==> config.mk <==
export PLATFORM = sky130hd
export DESIGN_NAME = hex_updown_chain
export DESIGN_NICKNAME = d
export VERILOG_FILES = /design/src/rtl/hex_cnt_pkg.sv /design/src/rtl/hex_cnt_ctrl.sv /design/src/rtl/hex_cnt_carry.sv /design/src/rtl/hex_cnt_next.sv /design/src/rtl/hex_cnt_stage.sv /design/src/rtl/hex_updown_chain.sv
export SDC_FILE = /design/constraint.sdc
export NUM_CORES = 1
export LEC_CHECK = 0
export ABC_CLOCK_PERIOD_IN_PS = 4870
export BUFFER_PORTS_ARGS = -buffer_cell sky130_fd_sc_hd__buf_4
export CORE_UTILIZATION = 30
export CTS_CLUSTER_DIAMETER = 200
export DETAILED_ROUTE_END_ITERATION = 8
export RECOVER_POWER = 100
export SLEW_MARGIN = 15
export SYNTH_ARGS = -nofsm -noshare
export SYNTH_HDL_FRONTEND = slang
export SYNTH_HIERARCHICAL = 1
export SYNTH_SLANG_ARGS = --single-unit
==> constraint.sdc <==
create_clock -name clk_i -period 4.87 [get_ports clk_i]
set_input_delay 0.974 -clock clk_i [delete_from_list [all_inputs] [get_ports clk_i]]
set_output_delay 0.974 -clock clk_i [all_outputs]
set_load 0.01 [all_outputs]
==> src/rtl/hex_cnt_pkg.sv <==
package hex_cnt_pkg;
  localparam int unsigned NIB_W = 4;

  typedef enum logic [1:0] {
    MODE_LOAD = 2'b00,
    MODE_UP   = 2'b01,
    MODE_DOWN = 2'b10,
    MODE_HOLD = 2'b11
  } cnt_mode_e;
endpackage

==> src/rtl/hex_cnt_ctrl.sv <==
module hex_cnt_ctrl
  import hex_cnt_pkg::*;
(
  input  logic [1:0] sel_i,
  output cnt_mode_e  mode_o
);
  always_comb begin
    unique case (sel_i)
      2'b00:   mode_o = MODE_LOAD;
      2'b01:   mode_o = MODE_UP;
      2'b10:   mode_o = MODE_DOWN;
      default: mode_o = MODE_HOLD;
    endcase
  end
endmodule

==> src/rtl/hex_cnt_carry.sv <==
module hex_cnt_carry
  import hex_cnt_pkg::*;
#(
  parameter int unsigned W = NIB_W
) (
  input  cnt_mode_e      mode_i,
  input  logic [W-1:0]   count_i,
  input  logic           carry_n_i,
  output logic           adv_o,
  output logic           carry_n_o
);
  logic at_top, at_bot;

  assign at_top = &count_i;
  assign at_bot = ~|count_i;

  always_comb begin
    adv_o     = 1'b0;
    carry_n_o = 1'b1;
    unique case (mode_i)
      MODE_LOAD: carry_n_o = 1'b0;
      MODE_UP: begin
        adv_o     = ~carry_n_i;
        carry_n_o = ~(~carry_n_i & at_top);
      end
      MODE_DOWN: begin
        adv_o     = ~carry_n_i;
        carry_n_o = ~(~carry_n_i & at_bot);
      end
      default: ;
    endcase
  end
endmodule

==> src/rtl/hex_cnt_next.sv <==
module hex_cnt_next
  import hex_cnt_pkg::*;
#(
  parameter int unsigned W = NIB_W
) (
  input  cnt_mode_e    mode_i,
  input  logic [W-1:0] count_i,
  input  logic [W-1:0] data_i,
  input  logic         adv_i,
  output logic [W-1:0] count_o
);
  localparam logic [W-1:0] ONE = {{(W-1){1'b0}}, 1'b1};

  always_comb begin
    count_o = count_i;
    unique case (mode_i)
      MODE_LOAD: count_o = data_i;
      MODE_UP:   if (adv_i) count_o = count_i + ONE;
      MODE_DOWN: if (adv_i) count_o = count_i - ONE;
      default: ;
    endcase
  end
endmodule

==> src/rtl/hex_cnt_stage.sv <==
module hex_cnt_stage
  import hex_cnt_pkg::*;
#(
  parameter int unsigned W = NIB_W
) (
  input  logic         clk_i,
  input  logic         rst_ni,
  input  cnt_mode_e    mode_i,
  input  logic [W-1:0] data_i,
  input  logic         carry_n_i,
  output logic [W-1:0] count_o,
  output logic         carry_n_o
);
  localparam logic [W-1:0] ONE = {{(W-1){1'b0}}, 1'b1};

  logic [W-1:0] q_q, q_d;
  logic         adv;

  hex_cnt_carry #(.W(W)) u_carry (
    .mode_i    (mode_i),
    .count_i   (q_q),
    .carry_n_i (carry_n_i),
    .adv_o     (adv),
    .carry_n_o (carry_n_o)
  );

  hex_cnt_next #(.W(W)) u_next (
    .mode_i  (mode_i),
    .count_i (q_q),
    .data_i  (data_i),
    .adv_i   (adv),
    .count_o (q_d)
  );

  always_ff @(posedge clk_i or negedge rst_ni) begin
    if (!rst_ni) q_q <= '0;
    else         q_q <= q_d;
  end

  assign count_o = q_q;


  load_chk: assert property (@(posedge clk_i) disable iff (!rst_ni)
    mode_i == MODE_LOAD |=> q_q == $past(data_i));

  up_step_chk: assert property (@(posedge clk_i) disable iff (!rst_ni)
    (mode_i == MODE_UP && !carry_n_i) |=> q_q == $past(q_q) + ONE);

  down_step_chk: assert property (@(posedge clk_i) disable iff (!rst_ni)
    (mode_i == MODE_DOWN && !carry_n_i) |=> q_q == $past(q_q) - ONE);

  gate_chk: assert property (@(posedge clk_i) disable iff (!rst_ni)
    ((mode_i == MODE_UP || mode_i == MODE_DOWN) && carry_n_i) |=> $stable(q_q));

  hold_chk: assert property (@(posedge clk_i) disable iff (!rst_ni)
    mode_i == MODE_HOLD |=> $stable(q_q));

  load_carry_chk: assert property (@(posedge clk_i) disable iff (!rst_ni)
    mode_i == MODE_LOAD |-> !carry_n_o);

  up_wrap_chk: assert property (@(posedge clk_i) disable iff (!rst_ni)
    (mode_i == MODE_UP && !carry_n_o) |=> q_q == '0);

  down_wrap_chk: assert property (@(posedge clk_i) disable iff (!rst_ni)
    (mode_i == MODE_DOWN && !carry_n_o) |=> q_q == '1);
endmodule

==> src/rtl/hex_updown_chain.sv <==
module hex_updown_chain
  import hex_cnt_pkg::*;
#(
  parameter int unsigned N_STAGES = 2
) (
  input  logic                      clk_i,
  input  logic                      rst_ni,
  input  logic [NIB_W*N_STAGES-1:0] data_i,
  input  logic [1:0]                sel_i,
  input  logic                      carry_n_i,
  output logic [NIB_W*N_STAGES-1:0] count_o,
  output logic                      carry_n_o
);
  localparam int unsigned TOT_W = NIB_W * N_STAGES;

  cnt_mode_e           mode;
  logic [N_STAGES:0]   carry_n;

  hex_cnt_ctrl u_ctrl (
    .sel_i  (sel_i),
    .mode_o (mode)
  );

  assign carry_n[0] = carry_n_i;

  for (genvar g = 0; g < N_STAGES; g++) begin : g_stage
    hex_cnt_stage #(.W(NIB_W)) u_stage (
      .clk_i     (clk_i),
      .rst_ni    (rst_ni),
      .mode_i    (mode),
      .data_i    (data_i[g*NIB_W +: NIB_W]),
      .carry_n_i (carry_n[g]),
      .count_o   (count_o[g*NIB_W +: NIB_W]),
      .carry_n_o (carry_n[g+1])
    );
  end

  assign carry_n_o = carry_n[N_STAGES];

  // disabled carry-in blocks the whole chain in counting modes
  chain_block_chk: assert property (@(posedge clk_i) disable iff (!rst_ni)
    (carry_n_i && (mode == MODE_UP || mode == MODE_DOWN)) |-> carry_n_o);

  chain_up_chk: assert property (@(posedge clk_i) disable iff (!rst_ni)
    (mode == MODE_UP && !carry_n_i) |=> count_o == $past(count_o) + TOT_W'(1));
endmodule

Word-level counts from Yosys, hierarchy flattened --
Cells that the tools add are included.
Storage, ports and cells: register bits after elaboration 8, logic and storage cells 47
Cells by class: $add $sub $neg 4, equal/unequal tests 8, mux-type cells 11, bitwise operators 10, reduce and logical (&&, ||, !) cells 12
Operators with widths (count):
- $pmux W4 S3 | 2
- $mux W4 | 4
- $add A4 B1 Y4 const B | 2
- $ne A2 B1 Y1 const B | 4
- $reduce_and A4 Y1 | 2
- $reduce_or A4 Y1 | 2
- $sub A4 B1 Y4 const B | 2
- $not A1 Y1 | 6
- $pmux W1 S3 | 2
- $pmux W2 S3 | 1
- $reduce_and A3 Y1 | 2
- $and A1 B1 Y1 | 4
- $eq A2 B1 Y1 const B | 2
- $eq A2 B2 Y1 const B | 2
- $logic_not A2 Y1 | 2
- $reduce_bool A3 Y1 | 1
- $logic_not A1 Y1 | 2
- $mux W1 | 2
- $reduce_or A2 Y1 | 1

Longest topological paths before layout --
word-level depth 9, gate-level depth with buffers 9, mapped depth without buffers 8

Cells and area by module --
Netlist, hierarchy kept.
By module, submodules not included:
- hex_cnt_next | times used 2, cells an instance 37, area an instance 247.7 um^2, sequential area each 0.0 um^2
- hex_cnt_stage | times used 2, cells an instance 4, area an instance 100.1 um^2, sequential area each 100.1 um^2
- hex_cnt_carry | times used 2, cells an instance 11, area an instance 80.1 um^2, sequential area each 0.0 um^2
- hex_cnt_ctrl | times used 1, cells an instance 2, area an instance 7.5 um^2, sequential area each 0.0 um^2

Least setup slack after synthesis --
No wires, ideal clock.
kind input-to-output, start input port sel_i[0], end output port carry_n_o, arrival 2090 ps, slack 1806 ps, stages 7, path buffers 1, path through clkbuf_1 -> inv_1 -> ha_1 -> o21ai_1 -> nand3b_1 -> o21ai_0 -> nand3b_1
Between the ends: longest elaborated chain between the ends 8, elaborated cells between the ends (all ways) 14
RTL lines:
- from (decl) | RTL line hex_updown_chain.sv:9 | input logic [1:0] sel_i,
- $eq A2 B2 Y1, or another cell as far along | RTL line hex_cnt_ctrl.sv:8 | unique case (sel_i)
- $pmux W2 S3 * | RTL line hex_cnt_ctrl.sv:8
- $eq A2 B2 Y1, or another cell as far along | RTL line hex_cnt_carry.sv:20 | unique case (mode_i)
- $pmux W1 S3 * | RTL line hex_cnt_carry.sv:20
- net carry_n[1] | RTL line hex_updown_chain.sv:17 | logic [N_STAGES:0] carry_n;
- $not A1 Y1 * | RTL line hex_cnt_carry.sv:24, hex_cnt_carry.sv:28
- $and A1 B1 Y1 (on tied branches) | RTL line hex_cnt_carry.sv:28, hex_cnt_carry.sv:24
- $not A1 Y1 (on tied branches) | RTL line hex_cnt_carry.sv:28, hex_cnt_carry.sv:24
- $pmux W1 S3 * | RTL line hex_cnt_carry.sv:20
- to (decl) | RTL line hex_updown_chain.sv:12 | output logic carry_n_o
The timed path passes the listed nets; every way through them passes the cells marked *.

Worst setup path after layout --
Ends and elaborated chain as after synthesis.

==> metrics.txt <==
fmax=0.323 GHz; main combinational cell family by area after synthesis=simple AND/OR/NAND/NOR gates; Root Driver=clkbuf_4; Critical Path, Cell by Cell=buf_4 > inv_1 > ha_1 > o21ai_0 > nand3b_1 > o21ai_0 > nand3b_1 > clkbuf_1; synth unique cells=29; unrepaired setup endpoints after global routing=no; P&R area growth vs syn=17.8%; crit-path max FO=36; drt wl/cell=13.0 microns; highest-delay cell along the critical path=buf_4; CTS Buf Count=3; r2r startpoint=g_stage[0].u_stage/count_o[1]; maximum clock path buffer count=2; mux contribution to synthesized area=0%; min Tclk post-route=3090 ps; Syn Area/Cell=8.14 sq um; Largest register FFs=8; Worst-Skew Late Latency=240 ps; Setup TNS Final=0 ps; CTS tree=yes; Seq/Total Area, Yosys=23.2%; final setup violation count=0; Worst setup SP type=input port; final hold viol count=0; post-DP HPWL=1.42 mm; ant diodes=0; largest net degree at the start of global routing=37; post_cts resized=0; die extent in y=55.6 microns; Sink Count=8; final wirelength=2.02 mm; Hold Path Class=input port to asynchronous set/reset pin; Pre-antenna DRT Iters=4; layout cell share with drive strength beyond 1=14.5%; status=finished, final reports clean; pwr/cell area=253 nW/um^2; Final Cycle Share=63.5%; Clock Skew=3.04 ps; # fillers=300; Simple-Gate Fraction of Synth Area=29.0%; Yosys Warn Count=6; initial antenna violation count=0; commonest non-fill, non-tap cells in the layout=inv_1, buf_4, ha_1, clkbuf_1; WP data required=3900 ps; most common cell after layout, fill and taps aside=inv_1; worst vdd ir=0.000130 V; worst r2r dst=g_stage[1].u_stage/count_o[0]; Mapped Area=863 sq um; DR vias=846; Initial Util=31.6%; Core Area=2730 sq um; max-slew violations=0; die width=55.6 microns; IO Pins=22; row count=19; Crit path largest cell delay=280 ps; Synth Area in Compound Gates=20.6%; final std cells w/o fill=155; Via density=5.46; IO buf count=21; Post-route DRC=0; Worst Path Arrival=2120 ps; Post-layout nets=149; placed insts=152; last element of the critical path=carry_n_o; max_cap viols=0; Leak=0.447 nW; setup bufs post-CTS=0; Synth Area in Adders=17.1%; worst rel slew slack=66.8%; first-pass GRT wire length=3.35 mm; CP endpoint kind=output port; Critical Path Source=sel_i[0]; post-synthesis xor/xnor area fraction=2.03%; Mapped Cells=106; hold buffers post-CTS=0; syn nets=129; synthesized flop and latch total=8; DR iter-0 viols=13; clock slew at reported path FFs=50 ps; R2R setup slack=2110 ps; Crit Path Class=input port to output port; routability cong.=0.752; Antenna Nets Post-Route=0; global route overflow=0; Least-Margin Pin Slew=496 ps; DIE AREA=3100 sq um; Layout Utilization=37.2%; GRT Overall Usage=13.3%; H-Tree Level Count=1; vias in the first global route=762; FF-to-FF path depth=7
[stage by stage]
step	hold WS, ps	power [W]	cell area (sq um)	setup WS, ps
6_report	636	0.000258	1020	1780
2_1_floorplan	654	0.000173	863	1810
5_1_grt	672	0.000281	1020	1640
4_1_cts	527	0.000274	1060	1740
3_5_place_dp	690	0.000223	1030	1740
3_3_place_gp	674	0.000218	1030	1780
[per-layer routing]
layer / part of all wire [%] / routed length, microns / vias up / track usage (%)
met5: 0 / 0 / - / 0
met4: 0.84 / 17 / 0 / 4.29
met3: 5.0 / 101 / 2 / 2.56
met2: 47 / 937 / 22 / 23.6
met1: 48 / 959 / 402 / 16.2
li1: - / - / 420 / -
[cells by family after synthesis]
logic type / count (synthesis)
adder cells (fa/ha/maj): 12
buffers and inverters: 18
flip-flops: 8
XOR/XNOR: 2
AND/OR/NAND/NOR: 40
AO/OA/AOI/OAI: 26
[cell usage after synthesis (all sizes together)]
cell    instances  area, sq um
a211o           2         17.5
nor2b           4         25.0
nand3           4         20.0
buf             4         17.5
xnor2           2         17.5
clkbuf          2         7.51
a221oi          2         17.5
nand4b          2         17.5
nand3b          6         45.0
or4             2         15.0
and4            2         20.0
a221o           2         20.0
nand4           2         12.5
nand2b          4         25.0
o32a            2         20.0
a21oi           8         40.0
ha             10          125
maj3            2         22.5
inv            12         45.0
or2             2         12.5
o211a           2         20.0
dfrtp           8          200
o21ai           6         30.0
or4b            2         20.0
nor2            8         30.0
a31oi           2         12.5
nand2           2         7.51
[critical path, delay by kind of cell]
| family | cells | cell delay (ps) |
|---|---|---|
| fa+ha+maj | 1 | 190 |
| buf+inv | 3 | 490 |
| compound gates | 2 | 230 |
| simple gates | 2 | 220 |
[power breakdown]
| part | total (W) | switching [W] | internal, W |
|---|---|---|---|
| Combinational | 0.000100 | 0.0000532 | 0.0000472 |
| Sequential | 0.000109 | 0.0000289 | 0.0000801 |
| Clock | 0.0000481 | 0.0000201 | 0.0000280 |
| Total | 0.000258 | 0.000102 | 0.000155 |
[cell type report]
| class | instances | area [sq um] | share of cell area, % |
|---|---|---|---|
| Clock buffer | 3 | 22.5 | 2.21 |
| Inverter | 12 | 45.0 | 4.43 |
| Multi-Input combinational cell | 80 | 591 | 58.1 |
| Sequential cell | 8 | 200 | 19.7 |
| Tap cell | 31 | 38.8 | 3.81 |
| Timing Repair Buffer | 21 | 120 | 11.8 |
[worst min path at each step]
stage	startpoint	end	slack (ps)
after floorplan	g_stage[0].u_stage/count_o[1]	g_stage[0].u_stage/count_o[1]	650
after global placement	g_stage[1].u_stage/count_o[1]	g_stage[1].u_stage/count_o[1]	670
after detailed placement	g_stage[1].u_stage/count_o[1]	g_stage[1].u_stage/count_o[1]	690
after CTS	rst_ni	g_stage[1].u_stage/count_o[1]	530
after global routing	rst_ni	g_stage[1].u_stage/count_o[1]	670
final	rst_ni	g_stage[1].u_stage/count_o[1]	640
No activity file was read; power rests on OpenSTA's default activity.
